<file path="src/rtl/spi_burst_pkg.sv">
package spi_burst_pkg;
  localparam int BYTE_W = 8;
  localparam int HALF_W = $clog2(2 * BYTE_W);
  localparam int CS_NUM = 4;
  localparam int SEL_W  = $clog2(CS_NUM);

  typedef struct packed {
    logic             cpha;
    logic             cpol;
    logic             spol;
    logic [SEL_W-1:0] sel;
    logic             manual;
    logic             level;
    logic             discard;
    logic             lsbFirst;
  } ctrlCfg_t;

  // strobes from control to datapath
  typedef struct packed {
    logic              park;
    logic              loadByte;
    logic [BYTE_W-1:0] loadData;
    logic              halfTick;
  } dpCmd_t;

  typedef enum logic [1:0] {S_IDLE, S_LOAD, S_SHIFT, S_TAIL} seqState_t;

  function automatic logic [BYTE_W-1:0] bitRev(input logic [BYTE_W-1:0] d);
    logic [BYTE_W-1:0] r;
    for (int i = 0; i < BYTE_W; i++) r[i] = d[BYTE_W-1-i];
    return r;
  endfunction
endpackage

</file>
<file path="src/rtl/spi_burst_ctrl.sv">
module spi_burst_ctrl
  import spi_burst_pkg::*;
#(
  parameter int CNT_W = 24
) (
  input  logic              clk,
  input  logic              rstN,
  input  logic              ctrlWr,
  input  logic [31:0]       ctrlWrData,
  input  logic [CNT_W-1:0]  burstLen,
  input  logic [CNT_W-1:0]  txLen,
  input  logic              tick,
  input  logic              txValid,
  input  logic [BYTE_W-1:0] txData,
  input  logic              byteDone,
  output logic              txReady,
  output ctrlCfg_t          cfg,
  output dpCmd_t            cmd,
  output logic [31:0]       ctrlWord,
  output logic [CS_NUM-1:0] csOut,
  output logic              donePulse
);
  localparam logic [31:0] CTRL_MASK = 32'h8000_11F7;
  localparam int          START_BIT = 31;

  logic [31:0]      ctrlQ;
  seqState_t        state;
  logic [CNT_W-1:0] burstQ, txQ, sentCnt;
  logic             doneQ;
  logic             busy, needFifo, idleWr;

  assign cfg.cpha     = ctrlQ[0];
  assign cfg.cpol     = ctrlQ[1];
  assign cfg.spol     = ctrlQ[2];
  assign cfg.sel      = ctrlQ[5:4];
  assign cfg.manual   = ctrlQ[6];
  assign cfg.level    = ctrlQ[7];
  assign cfg.discard  = ctrlQ[8];
  assign cfg.lsbFirst = ctrlQ[12];

  assign busy      = (state != S_IDLE);
  assign needFifo  = (sentCnt < txQ);
  assign idleWr    = ctrlWr && !busy;
  assign ctrlWord  = ctrlQ;
  assign donePulse = doneQ;

  always_comb begin
    cmd      = '0;
    txReady  = 1'b0;
    cmd.park = !busy;
    case (state)
      S_LOAD: begin
        if (!needFifo) begin
          cmd.loadByte = 1'b1;
        end else if (txValid) begin
          txReady      = 1'b1;
          cmd.loadByte = 1'b1;
          cmd.loadData = txData;
        end
      end
      S_SHIFT: cmd.halfTick = tick;
      default: ;
    endcase
  end

  always_ff @(posedge clk or negedge rstN) begin
    if (!rstN) begin
      ctrlQ   <= '0;
      state   <= S_IDLE;
      burstQ  <= '0;
      txQ     <= '0;
      sentCnt <= '0;
      doneQ   <= 1'b0;
    end else begin
      doneQ <= 1'b0;
      if (idleWr) begin
        ctrlQ <= ctrlWrData & CTRL_MASK;
        if (ctrlWrData[START_BIT]) begin
          if (burstLen == '0) begin
            ctrlQ[START_BIT] <= 1'b0;
            doneQ            <= 1'b1;
          end else begin
            burstQ  <= burstLen;
            txQ     <= txLen;
            sentCnt <= '0;
            state   <= S_LOAD;
          end
        end
      end
      case (state)
        S_LOAD: begin
          if (cmd.loadByte) begin
            sentCnt <= sentCnt + 1'b1;
            state   <= S_SHIFT;
          end
        end
        S_SHIFT: begin
          if (byteDone) state <= (sentCnt == burstQ) ? S_TAIL : S_LOAD;
        end
        S_TAIL: begin
          if (tick) begin
            state            <= S_IDLE;
            ctrlQ[START_BIT] <= 1'b0;
            doneQ            <= 1'b1;
          end
        end
        default: ;
      endcase
    end
  end

  for (genvar i = 0; i < CS_NUM; i++) begin : g_cs
    assign csOut[i] = (cfg.sel == SEL_W'(i)) ?
                      (cfg.manual ? cfg.level : (busy ? cfg.spol : ~cfg.spol)) :
                      ~cfg.spol;
  end

  // the tail is entered only after the full burst has been loaded
  p_tail_count_r4: assert property (@(posedge clk) disable iff (!rstN)
    (state == S_TAIL) |-> (sentCnt == burstQ));
  // completion clears the start bit and lasts one cycle
  p_done_clears_r6: assert property (@(posedge clk) disable iff (!rstN)
    doneQ |-> !ctrlQ[START_BIT]);
  p_done_single_r6: assert property (@(posedge clk) disable iff (!rstN)
    doneQ |=> !doneQ);
  // busy writes leave the control word alone
  p_busy_ignore_r11: assert property (@(posedge clk) disable iff (!rstN)
    (ctrlWr && busy && !(state == S_TAIL && tick)) |=> (ctrlQ == $past(ctrlQ)));
  // automatic select stays active during the burst
  p_cs_hold_r8: assert property (@(posedge clk) disable iff (!rstN)
    (busy && !cfg.manual) |-> (csOut[cfg.sel] == cfg.spol));
endmodule

</file>
<file path="src/rtl/spi_burst_dp.sv">
module spi_burst_dp
  import spi_burst_pkg::*;
(
  input  logic              clk,
  input  logic              rstN,
  input  logic              cpha,
  input  logic              cpol,
  input  logic              lsbFirst,
  input  logic              discard,
  input  dpCmd_t            cmd,
  input  logic              miso,
  output logic              byteDone,
  output logic              sclk,
  output logic              mosi,
  output logic              rxValid,
  output logic [BYTE_W-1:0] rxData
);
  localparam logic [HALF_W-1:0] LAST_HALF = HALF_W'(2 * BYTE_W - 1);

  logic [BYTE_W-1:0] txSh, rxSh, rxNext;
  logic [HALF_W-1:0] halfCnt;
  logic              sclkQ, leadEdge, sampleNow, shiftNow;

  assign leadEdge  = ~halfCnt[0];
  assign sampleNow = cmd.halfTick && (leadEdge ^ cpha);
  assign shiftNow  = cmd.halfTick && !(leadEdge ^ cpha) &&
                     (halfCnt != '0) && (halfCnt != LAST_HALF);
  assign byteDone  = cmd.halfTick && (halfCnt == LAST_HALF);
  assign rxNext    = sampleNow ? {rxSh[BYTE_W-2:0], miso} : rxSh;
  assign sclk      = sclkQ;
  assign mosi      = txSh[BYTE_W-1];

  always_ff @(posedge clk or negedge rstN) begin
    if (!rstN) begin
      txSh    <= '0;
      rxSh    <= '0;
      halfCnt <= '0;
      sclkQ   <= 1'b0;
      rxValid <= 1'b0;
      rxData  <= '0;
    end else begin
      rxValid <= 1'b0;
      if (cmd.park) sclkQ <= cpol;
      if (cmd.loadByte) begin
        txSh    <= lsbFirst ? bitRev(cmd.loadData) : cmd.loadData;
        halfCnt <= '0;
        sclkQ   <= cpol;
      end
      if (cmd.halfTick) begin
        sclkQ   <= ~sclkQ;
        halfCnt <= halfCnt + 1'b1;
        rxSh    <= rxNext;
        if (shiftNow) txSh <= {txSh[BYTE_W-2:0], 1'b0};
        if (byteDone) begin
          rxValid <= !discard;
          rxData  <= lsbFirst ? bitRev(rxNext) : rxNext;
        end
      end
    end
  end

  // clock rests at the polarity level while parked
  p_park_level_r1: assert property (@(posedge clk) disable iff (!rstN)
    cmd.park |=> (sclk == $past(cpol)));
  // every tick while shifting is one SCK edge
  p_tick_edge_r2: assert property (@(posedge clk) disable iff (!rstN)
    cmd.halfTick |=> (sclk != $past(sclk)));
  // no edge without a tick (covers the empty-FIFO wait)
  p_hold_r7: assert property (@(posedge clk) disable iff (!rstN)
    (!cmd.halfTick && !cmd.park && !cmd.loadByte) |=> $stable(sclk));
  // discarded bursts never push
  p_discard_r5: assert property (@(posedge clk) disable iff (!rstN)
    rxValid |-> !discard);
endmodule

</file>
<file path="src/rtl/spi_burst_seq.sv">
module spi_burst_seq
  import spi_burst_pkg::*;
#(
  parameter int CNT_W = 24
) (
  input  logic              clk,
  input  logic              rstN,
  input  logic              ctrlWr,
  input  logic [31:0]       ctrlWrData,
  input  logic [CNT_W-1:0]  burstLen,
  input  logic [CNT_W-1:0]  txLen,
  input  logic              tick,
  input  logic              txValid,
  output logic              txReady,
  input  logic [BYTE_W-1:0] txData,
  output logic              rxValid,
  output logic [BYTE_W-1:0] rxData,
  output logic              sclk,
  output logic              mosi,
  input  logic              miso,
  output logic [CS_NUM-1:0] csOut,
  output logic [31:0]       ctrlWord,
  output logic              donePulse
);
  ctrlCfg_t cfg;
  dpCmd_t   cmd;
  logic     byteDone;

  spi_burst_ctrl #(.CNT_W(CNT_W)) u_ctrl (
    .clk(clk), .rstN(rstN), .ctrlWr(ctrlWr), .ctrlWrData(ctrlWrData),
    .burstLen(burstLen), .txLen(txLen), .tick(tick), .txValid(txValid),
    .txData(txData), .byteDone(byteDone), .txReady(txReady), .cfg(cfg),
    .cmd(cmd), .ctrlWord(ctrlWord), .csOut(csOut), .donePulse(donePulse)
  );

  spi_burst_dp u_dp (
    .clk(clk), .rstN(rstN), .cpha(cfg.cpha), .cpol(cfg.cpol),
    .lsbFirst(cfg.lsbFirst), .discard(cfg.discard), .cmd(cmd), .miso(miso),
    .byteDone(byteDone), .sclk(sclk), .mosi(mosi), .rxValid(rxValid),
    .rxData(rxData)
  );
endmodule

</file>
<file path="config.mk">
export PLATFORM = sky130hd
export DESIGN_NAME = spi_burst_seq
export DESIGN_NICKNAME = d
export VERILOG_FILES = /design/src/rtl/spi_burst_pkg.sv /design/src/rtl/spi_burst_ctrl.sv /design/src/rtl/spi_burst_dp.sv /design/src/rtl/spi_burst_seq.sv
export SDC_FILE = /design/constraint.sdc
export NUM_CORES = 1
export LEC_CHECK = 0
export ABC_AREA = 1
export BUFFER_PORTS_ARGS = -buffer_cell sky130_fd_sc_hd__buf_4
export CORE_MARGIN = 2
export CORE_UTILIZATION = 45
export CTS_CLUSTER_DIAMETER = 50
export CTS_CLUSTER_SIZE = 10
export DETAILED_ROUTE_END_ITERATION = 10
export PLACE_DENSITY_LB_ADDON = 0.2
export SYNTH_ARGS = -nofsm -noshare
export SYNTH_HDL_FRONTEND = slang
export SYNTH_SLANG_ARGS = --single-unit
</file>
<file path="constraint.sdc">
create_clock -name clk -period 4.3 [get_ports clk]
set_input_delay 0.43 -clock clk [delete_from_list [all_inputs] [get_ports clk]]
set_output_delay 0.43 -clock clk [all_outputs]
set_load 0.01 [all_outputs]
</file>
==> results.json <==
{
  "core_area_um2": 14000,
  "maxCapViolCount": 0,
  "grt.overflow.total": 0,
  "ys_seq_area_share_pct": 44.1,
  "layout-drive-gt1-share_pct": 18.0,
  "status": "finished clean",
  "slowest_delay_ns": 0.55,
  "yosys_warnings": 0,
  "place_ws_ns": 1.30,
  "io_pins": 143,
  "critPathLaunchType": "register",
  "post-route-drc-count": 0,
  "cp_max_fo": 58,
  "internal-power_mw": 2.93,
  "cpMaxStageDelayCell": "nand3_4",
  "crit_family": "simple AND/OR/NAND/NOR gates",
  "vias_per_cell": 4.97,
  "powerDensity_nw_per_um2": 578,
  "htree_num_levels": 4,
  "fillCellCount": 1313,
  "yosysMostFrequentCell": "nand2_1",
  "slew_headroom_pct": 23.9,
  "ys_types": 38,
  "synth_edf_count": 0,
  "drtIter0Drc": 290,
  "hold_violations": 0,
  "chipWidth_um": 124,
  "dpl.hpwl_mm": 10.6,
  "comb_power_share_pct": 33.0,
  "die_y_um": 124,
  "setup_viol": 0,
  "grt_pass1_vias": 5234,
  "vias": 5458,
  "end_kind": "register",
  "fin_crit_sh_pct": 68.2,
  "finalWirelength_mm": 14.6,
  "critPathArrivalTime_ns": 3.23,
  "grt_pass1_wl_mm": 25.0,
  "dr.pass1.iters": 4,
  "clk_pin_slew_ns": 0.05,
  "rows": 43,
  "ctsResizeCount": 0,
  "irDropWorstVdd_v": 0.000355,
  "cts_tree": "yes",
  "clkPwrFrac_pct": 28.0,
  "fin_ws_ns": 1.37,
  "critical_path_class": "register to register",
  "nets": 1027,
  "p_sw_mw": 1.58,
  "finClkSkew_ns": 0.00555,
  "grt_max_degree": 59,
  "fmax_mhz": 341,
  "worst_pin_slew_ns": 1.14,
  "ys.flop_type": "dfrtp_1",
  "numCtsBuffers": 17,
  "postRouteAntennaNets": 0,
  "hp-class": "input pin to register",
  "async_reset_ff_share_pct": 100,
  "cp_cell_sequence": "nor2_1 > nand2_1 > inv_2 > nand3_4 > buf_4 > mux2_2",
  "wl_per_cell_um": 13.3,
  "clockBufferDepth": 2,
  "antenna_cells": 0,
  "cts-root-buf": "clkbuf_16",
  "groute.usage.overall_pct": 19.6,
  "cp_data_required_time_ns": 4.60,
  "clkSinkCount": 115,
  "rsz0062_at_grt": "no",
  "place.gp.congestion": 0.873,
  "yosys-top-cells-area": "dfrtp_1 44%, nand2_1 12%, inv_1 5.2%",
  "avgSynthCellArea_um2": 8.00,
  "mappedNetlistArea_um2": 6520,
  "syn_inst": 815,
  "crit_buf_inv": 2,
  "dieArea_um2": 15500,
  "fin_tns_setup_ns": 0,
  "power_frac_seq_pct": 39.0,
  "cts_setup_buffers": 0,
  "antenna_found_initial": 0,
  "synth_top_area_share_pct": 44.1,
  "yosysTopAreaCell": "dfrtp_1",
  "drv_slew": 0,
  "fin_crit_ns": 2.93,
  "final_cells": 1099,
  "p_leak_nw": 3.99,
  "place_inst": 1067,
  "fin_hold_ws_ns": 0.212,
  "p_sw_share_pct": 35.0,
  "yosys-top-cells-count": "210 x nand2_1, 115 x dfrtp_1, 91 x inv_1",
  "numPortBuffers": 98,
  "initial_utilization_pct": 46.4,
  "worstSkewPairLatency_ns": 0.41,
  "yosys_register_bits": 115,
  "areaGrowthSynthToFinish_pct": 19.6
}
worst register-to-register path, cell delays in order, from the launching register on:
cell     delay (ns)
dfrtp_1        0.44
nor2_1         0.32
nand2_1        0.29
inv_2          0.38
nand3_4        0.55
buf_4          0.51
mux2_2         0.32
cells in the final DEF (no fill, tap or decap), types with 12 or more instances in the layout:
| cell type | instances |
|---|---|
| ha_1 | 26 |
| o21ai_0 | 21 |
| buf_4 | 101 |
| clkbuf_16 | 17 |
| a21oi_1 | 47 |
| nand2_1 | 210 |
| conb_1 | 22 |
| nor4_1 | 12 |
| a31oi_1 | 16 |
| inv_1 | 91 |
| nand3_1 | 34 |
| xnor2_1 | 17 |
| nand4_1 | 14 |
| xor2_1 | 14 |
| nor2_1 | 79 |
| nor3_1 | 16 |
| mux2_2 | 17 |
| dfrtp_1 | 115 |
stage by stage:
stage / util (%) / total power, mW / instance area, um^2
floorplan: - / 2.83 / 6600
global placement: 51.7 / 3.23 / 7260
detailed placement: 51.7 / 3.27 / 7260
CTS: 55.6 / 4.55 / 7800
global route: 55.6 / 4.87 / 7800
finish: 55.6 / 4.51 / 7800
routing by layer:
metal	GRT usage (%)	routed length, um	vias to the layer above
met4	6.28	196	0
met3	4.55	767	13
met5	0	0	-
met2	29.4	6320	145
met1	28.2	7280	2522
li1	-	-	2778
worst paths after layout:
kind / slack [ns] / from / cells after the start / to
max: 1.37 / u_ctrl.state[0] / 6 / u_ctrl.txQ[0]
min: 0.21 / ctrlWrData[0] / 3 / u_ctrl.ctrlWord[0]
max reg2reg: 1.37 / u_ctrl.state[0] / 6 / u_ctrl.txQ[0]
min reg2reg: 0.47 / u_ctrl.ctrlWord[8] / 1 / u_dp.rxValid
max in group asynchronous: 2.85 / rstN / 3 / u_ctrl.sentCnt[12]
min in group asynchronous: 0.51 / rstN / 2 / u_ctrl.burstQ[4]
power groups by stage:
stage	registers, mW	logic [mW]	clock network [mW]
global placement	1.76	1.47	0
CTS	1.76	1.51	1.28
global route	1.82	1.71	1.34
finish	1.76	1.49	1.26
floorplan	1.71	1.12	0
detailed placement	1.77	1.50	0
sequential cells by signal, indices dropped and copies added, names as in the netlist, 2 cells and up:
signal	flops
u_dp.halfCnt	4
u_dp.rxData	8
u_ctrl.txQ	24
u_ctrl.ctrlWord	10
u_ctrl.burstQ	24
u_ctrl.state	2
u_ctrl.sentCnt	24
u_dp.rxSh	8
u_dp.txSh	8
what timing repair did:
item	in CTS	in global routing
endpoints found under the hold margin	34	0
setup endpoints to repair	0	0
hold buffers	1	0
area by class of cell:
type | count | area, um^2 | area share (%)
multi-input cells | 575 | 3040 | 38.9
flip-flops and latches | 115 | 2880 | 36.9
repair buffers | 102 | 768 | 9.84
clock buffers | 26 | 509 | 6.53
inverters | 96 | 360 | 4.62
well taps | 180 | 225 | 2.89
clock inverters | 5 | 25.0 | 0.321
kinds of logic after synthesis:
group / Yosys count / share of synthesized area (%)
AOI/OAI and AO/OA: 99 / 8.38
xor gates and xnor gates: 31 / 4.16
adders and majority gates: 26 / 4.99
buffers and inverters: 146 / 10.6
DFF: 115 / 44.1
muxes: 18 / 3.11
other: 1 / 0.0575
and+or+nand+nor: 379 / 24.6
(Power assumes the default switching activity.)
